===== src/rtl/excmask_pkg.sv =====
package excmask_pkg;
  localparam int FIELD_W = 8;
  localparam int RANK_W  = 9;

  typedef enum logic [1:0] {
    HT_THREAD    = 2'd0,
    HT_PROG      = 2'd1,
    HT_HARDFAULT = 2'd2,
    HT_NMI       = 2'd3
  } htype_e;

  typedef enum logic [1:0] {
    SEL_GLOBAL = 2'd0,
    SEL_FAULT  = 2'd1,
    SEL_BASE   = 2'd2,
    SEL_NONE   = 2'd3
  } regsel_e;

  localparam logic [RANK_W-1:0] RANK_NMI   = 9'd0;
  localparam logic [RANK_W-1:0] RANK_HF    = 9'd1;
  localparam logic [RANK_W-1:0] RANK_PROG0 = 9'd2;
  localparam logic [RANK_W-1:0] RANK_IDLE  = 9'd258;

  // Keep the upper pb bits of an 8-bit priority field.
  function automatic logic [FIELD_W-1:0] prio_mask(input int pb);
    logic [FIELD_W-1:0] m;
    m = '1;
    m = m << (FIELD_W - pb);
    return m;
  endfunction
endpackage


===== src/rtl/excmask_rank.sv =====
module excmask_rank
  import excmask_pkg::*;
#(
  parameter int PRIO_BITS = 3
) (
  input  logic [1:0]         htype,
  input  logic [FIELD_W-1:0] prio,
  output logic [RANK_W-1:0]  rank
);
  localparam logic [FIELD_W-1:0] MASK = prio_mask(PRIO_BITS);

  logic [FIELD_W-1:0] prio_m;
  assign prio_m = prio & MASK;

  always_comb begin
    unique case (htype_e'(htype))
      HT_NMI:       rank = RANK_NMI;
      HT_HARDFAULT: rank = RANK_HF;
      HT_PROG:      rank = {1'b0, prio_m} + RANK_PROG0;
      default:      rank = RANK_IDLE;
    endcase
  end
endmodule


===== src/rtl/excmask_boost.sv =====
module excmask_boost
  import excmask_pkg::*;
(
  input  logic [RANK_W-1:0]  cur_rank,
  input  logic               gm,
  input  logic               fm,
  input  logic [FIELD_W-1:0] base,
  input  logic               pend_valid,
  input  logic [RANK_W-1:0]  pend_rank,
  output logic [RANK_W-1:0]  eff_rank,
  output logic               take
);
  localparam int NCAND = 4;

  logic [RANK_W-1:0] cand [NCAND];
  logic              cen  [NCAND];

  assign cand[0] = cur_rank;
  assign cen[0]  = 1'b1;
  assign cand[1] = {1'b0, base} + RANK_PROG0;
  assign cen[1]  = (base != '0);
  assign cand[2] = RANK_PROG0;
  assign cen[2]  = gm;
  assign cand[3] = RANK_HF;
  assign cen[3]  = fm;

  // Minimum over the enabled candidates.
  logic [RANK_W-1:0] run [NCAND+1];
  assign run[0] = RANK_IDLE;
  for (genvar i = 0; i < NCAND; i++) begin : g_min
    assign run[i+1] = (cen[i] && cand[i] < run[i]) ? cand[i] : run[i];
  end

  assign eff_rank = run[NCAND];
  assign take     = pend_valid && (pend_rank < eff_rank);
endmodule


===== src/rtl/excmask_regs.sv =====
module excmask_regs
  import excmask_pkg::*;
#(
  parameter int PRIO_BITS = 3
) (
  input  logic               clk,
  input  logic               rst_n,
  input  logic               priv,
  input  logic [1:0]         reg_sel,
  input  logic               reg_we,
  input  logic [FIELD_W-1:0] reg_wdata,
  output logic [FIELD_W-1:0] reg_rdata,
  input  logic               gm_set,
  input  logic               gm_clr,
  input  logic               fm_set,
  input  logic               fm_clr,
  input  logic               exc_ret,
  input  logic [1:0]         cur_type,
  output logic               gm_q,
  output logic               fm_q,
  output logic [FIELD_W-1:0] base_q
);
  localparam logic [FIELD_W-1:0] MASK = prio_mask(PRIO_BITS);

  logic wr_gm, wr_fm, wr_base, in_top, fm_set_ok;
  logic gm_d, fm_d;
  logic [FIELD_W-1:0] base_d;

  assign wr_gm   = priv && reg_we && (regsel_e'(reg_sel) == SEL_GLOBAL);
  assign wr_fm   = priv && reg_we && (regsel_e'(reg_sel) == SEL_FAULT);
  assign wr_base = priv && reg_we && (regsel_e'(reg_sel) == SEL_BASE);
  assign in_top  = (htype_e'(cur_type) == HT_HARDFAULT) || (htype_e'(cur_type) == HT_NMI);
  assign fm_set_ok = !in_top;

  always_comb begin
    gm_d = gm_q;
    if (priv && gm_clr)      gm_d = 1'b0;
    else if (priv && gm_set) gm_d = 1'b1;
    else if (wr_gm)          gm_d = reg_wdata[0];
  end

  always_comb begin
    fm_d = fm_q;
    if (exc_ret)                         fm_d = 1'b0;
    else if (priv && fm_clr)             fm_d = 1'b0;
    else if (priv && fm_set)             fm_d = fm_set_ok ? 1'b1 : fm_q;
    else if (wr_fm) begin
      if (!reg_wdata[0] || fm_set_ok)    fm_d = reg_wdata[0];
    end
  end

  always_comb begin
    base_d = base_q;
    if (wr_base) base_d = reg_wdata & MASK;
  end

  always_ff @(posedge clk or negedge rst_n) begin
    if (!rst_n) begin
      gm_q   <= 1'b0;
      fm_q   <= 1'b0;
      base_q <= '0;
    end else begin
      gm_q   <= gm_d;
      fm_q   <= fm_d;
      base_q <= base_d;
    end
  end

  always_comb begin
    reg_rdata = '0;
    if (priv) begin
      unique case (regsel_e'(reg_sel))
        SEL_GLOBAL: reg_rdata = {{(FIELD_W-1){1'b0}}, gm_q};
        SEL_FAULT:  reg_rdata = {{(FIELD_W-1){1'b0}}, fm_q};
        SEL_BASE:   reg_rdata = base_q;
        default:    reg_rdata = '0;
      endcase
    end
  end
endmodule


===== src/rtl/excmask_unit.sv =====
module excmask_unit
  import excmask_pkg::*;
#(
  parameter int PRIO_BITS = 3
) (
  input  logic        clk,
  input  logic        rst_n,
  input  logic        priv,
  input  logic [1:0]  reg_sel,
  input  logic        reg_we,
  input  logic [7:0]  reg_wdata,
  output logic [7:0]  reg_rdata,
  input  logic        gm_set,
  input  logic        gm_clr,
  input  logic        fm_set,
  input  logic        fm_clr,
  input  logic        exc_ret,
  input  logic [1:0]  cur_type,
  input  logic [7:0]  cur_prio,
  input  logic        pend_valid,
  input  logic [1:0]  pend_type,
  input  logic [7:0]  pend_prio,
  output logic        take,
  output logic [8:0]  eff_rank
);
  logic               gm_q, fm_q;
  logic [FIELD_W-1:0] base_q;
  logic [RANK_W-1:0]  cur_rank, pend_rank;

  excmask_regs #(.PRIO_BITS(PRIO_BITS)) u_regs (
    .clk(clk), .rst_n(rst_n), .priv(priv),
    .reg_sel(reg_sel), .reg_we(reg_we), .reg_wdata(reg_wdata), .reg_rdata(reg_rdata),
    .gm_set(gm_set), .gm_clr(gm_clr), .fm_set(fm_set), .fm_clr(fm_clr),
    .exc_ret(exc_ret), .cur_type(cur_type),
    .gm_q(gm_q), .fm_q(fm_q), .base_q(base_q)
  );

  excmask_rank #(.PRIO_BITS(PRIO_BITS)) u_cur_rank (
    .htype(cur_type), .prio(cur_prio), .rank(cur_rank)
  );

  excmask_rank #(.PRIO_BITS(PRIO_BITS)) u_pend_rank (
    .htype(pend_type), .prio(pend_prio), .rank(pend_rank)
  );

  excmask_boost u_boost (
    .cur_rank(cur_rank), .gm(gm_q), .fm(fm_q), .base(base_q),
    .pend_valid(pend_valid), .pend_rank(pend_rank),
    .eff_rank(eff_rank), .take(take)
  );
endmodule


===== config.mk =====
export PLATFORM = sky130hd
export DESIGN_NAME = excmask_unit
export DESIGN_NICKNAME = d
export VERILOG_FILES = /design/src/rtl/excmask_pkg.sv /design/src/rtl/excmask_rank.sv /design/src/rtl/excmask_boost.sv /design/src/rtl/excmask_regs.sv /design/src/rtl/excmask_unit.sv
export SDC_FILE = /design/constraint.sdc
export NUM_CORES = 1
export LEC_CHECK = 0
export BUFFER_PORTS_ARGS = -buffer_cell sky130_fd_sc_hd__buf_2
export CAP_MARGIN = 20
export CORE_MARGIN = 3
export CORE_UTILIZATION = 40
export DETAILED_ROUTE_END_ITERATION = 6
export GPL_ROUTABILITY_DRIVEN = 0
export PLACE_DENSITY = 0.82
export SYNTH_ARGS = -nofsm -noshare
export SYNTH_HDL_FRONTEND = slang
export SYNTH_SLANG_ARGS = --single-unit

===== constraint.sdc =====
create_clock -name clk -period 5.5 [get_ports clk]
set_input_delay 0.275 -clock clk [delete_from_list [all_inputs] [get_ports clk]]
set_output_delay 0.275 -clock clk [all_outputs]
set_load 0.005 [all_outputs]

==> flow_summary.yaml <==
synth:
  synth_top_cell_area_share_pct: 17.36
  ys_seq_elements: 5
  synth_largest_area_cell: "dfrtp_1"
  yosys_warnings: 0
  synth_area_um2: 720.7
  synthCells: 93
  synth.distinct_cells: 27
  ys_top_cells_by_area: "dfrtp_1 (17%), ha_1 (14%), mux2_2 (7.8%)"
  synth-seq-area-share_pct: 17.36
  synth_area_per_cell_um2: 7.749
critical_path:
  crit_start: "cur_type[0]"
  rr_worst_depth: 3
  cpLargestDelayFamily: "compound AO/OA/AOI/OAI gates"
  cpMostUsedCell: "a21o_1"
  start_kind: "input port"
  path_max_fanout: 4
  critical-path-max-stage-delay_ns: 0.31
  worstReg2RegEnd: "u_regs.fm_q$_DFFE_PN0P_"
  rr_startpoint: "u_regs.fm_q$_DFFE_PN0P_"
  worst-path-stages: 16
  cp_data_required_time_ns: 5.22
  endpoint: "take"
  crit_chain: "buf_2 -> nor2b_1 -> nand2_1 -> ha_1 -> o21ai_0 -> nor2_1 -> a21o_1 -> nand3_1 -> a211o_1 -> ha_1 -> a21o_1 -> a21o_1 -> a21oi_1 -> o211ai_1 -> o21ai_1 -> buf_2"
  r2r_slack_ns: 4.35
  cp.arrival_ns: 3.09
  cp-end-kind: "primary output"
  critPathKind: "input port to primary output"
  cp_num_buf_inv: 2
  crit_slowest_cell: "ha_1"
timing:
  finalHoldViolCount: 0
  fmax_mhz: 297.2
  setup_viol: 0
  min_period_ns: 3.365
  rsz0062_at_grt: "false"
  finalSetupTns_ns: 0
  clock_skew_ns: 0
  slew_viol_final: 0
  fin_crit_sh_pct: 61.19
grt:
  grt_pass1_wl_um: 2787
  antenna_found_initial: 0
  grt_max_degree: 8
  grt_pass1_vias: 670
  grt_usage_pct: 14.83
  grt-ovfl-total: 0
power_and_ir_drop:
  powerDensity_nw_per_um2: 204.8
  p_leak_nw: 0.5364
  vdd_drop_max_v: 0.0002133
  p_total_mw: 0.1919
placed_design:
  io_buffer_count: 36
  hpwl_um: 1452
cts:
  tritoncts: "built"
  postCtsHoldBufs: 1
  cts-root-buf: "clkbuf_4"
  cts_resized: 0
  path_clk_slew_ns: 0.04
  cts_inserted_buffers: 3
  clkLatencyLatePin_ns: 0.24
  cts_sinks: 5
  post_cts_buffers: 0
  clock_path_buffers: 2
  htree_levels: 1
job:
  cap_violations: 0
route:
  ant_nets: 0
  routed_wl_um: 1643
  viasPerCell: 4.732
  drc: 0
  drt-initial-drc-count: 16
  wl_per_cell_um: 10.46
  first_pass_iters: 4
  num_vias: 743
die:
  die_area_um2: 2347
  start_util_pct: 45.21
  fp.dieW_um: 48.45
  coreArea_um2: 1594
  pin_count: 58
  fp.dieH_um: 48.45
  rows: 14
finish:
  final_common_cell: "buf_2"
  num_antenna_cells: 0
  mostFrequentLayoutCells: "buf_2 (36), nor2_1 (8), inv_1 (8), nand2_1 (8), ha_1 (8)"
  drive_gt1_share_pct: 34.59
  layout.nets: 182
  syn_to_final_growth_pct: 30.03
outcome:
  status: "complete, no violations"
hold_path:
  min_path_type: "input port to register"
==> Yosys cell counts <==
| cell type | number |
|---|---|
| ha_1 | 8 |
| inv_1 | 8 |
| nand2_1 | 8 |
| nor2_1 | 8 |
| buf_4 | 7 |
| and2_1 | 6 |
| dfrtp_1 | 5 |
| mux2_2 | 5 |
| nor3_1 | 5 |
| a21o_1 | 4 |
| o21ai_0 | 4 |
| a21oi_1 | 3 |
| nand2b_1 | 3 |
| a21boi_0 | 2 |
| mux2_4 | 2 |
| mux2i_1 | 2 |
| nand3_1 | 2 |
| nor2b_1 | 2 |
| a211o_1 | 1 |
| a221oi_1 | 1 |
| and3b_1 | 1 |
| conb_1 | 1 |
| nand4_1 | 1 |
| nor3b_1 | 1 |
| o211ai_1 | 1 |
| o21ai_1 | 1 |
| or2_1 | 1 |
==> power by group <==
group | switching, mW | internal (mW) | total [mW]
Combinational | 0.0461 | 0.0516 | 0.0977
Clock | 0.0155 | 0.0275 | 0.0430
Sequential | 0.00816 | 0.0430 | 0.0512
Total | 0.0698 | 0.122 | 0.192
==> sequential cells by signal, summed over array words and instances (netlist names) <==
register	count
u_regs.base_q	3
u_regs.gm_q	1
u_regs.fm_q	1
==> how the worst min path moves through the flow <==
stage / slack, ns / startpoint / to / cells past startpoint
after floorplan: -0.02 / rst_n / u_regs.base_q[5]$_DFFE_PN0P_ / 0
after detailed placement: 0.1 / rst_n / u_regs.base_q[5]$_DFFE_PN0P_ / 1
after CTS: 0.20 / gm_clr / u_regs.gm_q$_DFFE_PN0P_ / 2
after global placement: 0.09 / rst_n / u_regs.base_q[5]$_DFFE_PN0P_ / 1
after global routing: 0.20 / gm_clr / u_regs.gm_q$_DFFE_PN0P_ / 2
final: 0.19 / gm_clr / u_regs.gm_q$_DFFE_PN0P_ / 2
==> layer usage <==
| layer | share of wire (%) | track usage, % |
|---|---|---|
| met4 | 1.3 | 4.265 |
| met2 | 45 | 22.71 |
| met1 | 43 | 19.09 |
| met3 | 10 | 6.135 |
| met5 | 0 | 0 |
==> logic make-up (layout without fill, tap and decap cells) <==
group,after synthesis,count (layout),synth area share [%]
multiplexers,9,9,14.76
buffers and inverters,15,49,11.46
flip-flops,5,5,17.36
adder cells (fa/ha/maj),8,8,13.89
AND/OR/NAND/NOR,38,38,26.74
other,1,7,0.5203
AO/OA/AOI/OAI,17,17,15.28
==> area by class of cell <==
| type | instances | area [um2] |
|---|---|---|
| clock buffer | 4 | 26.28 |
| tap | 24 | 30.03 |
| fill | 165 | 656.9 |
| sequential | 5 | 125.1 |
| timing repair buffer | 37 | 190.2 |
| inverter | 8 | 30.03 |
| multi-input combinational | 79 | 535.5 |
==> through the flow <==
stage / hold slack, ns / util (%) / cell area [um2] / worst slack [ns] / std cells
after floorplan: -0.02059 / - / 743.2 / 2.596 / 99
after global placement: 0.09016 / 56.51 / 900.9 / 2.162 / 152
after detailed placement: 0.09512 / 56.51 / 900.9 / 2.122 / 152
after CTS: 0.1956 / 58.79 / 937.1 / 2.120 / 157
after global routing: 0.2037 / 58.79 / 937.1 / 1.803 / 157
final: 0.1941 / 58.79 / 937.1 / 2.135 / 157
No activity file was read; power rests on OpenSTA's default activity.
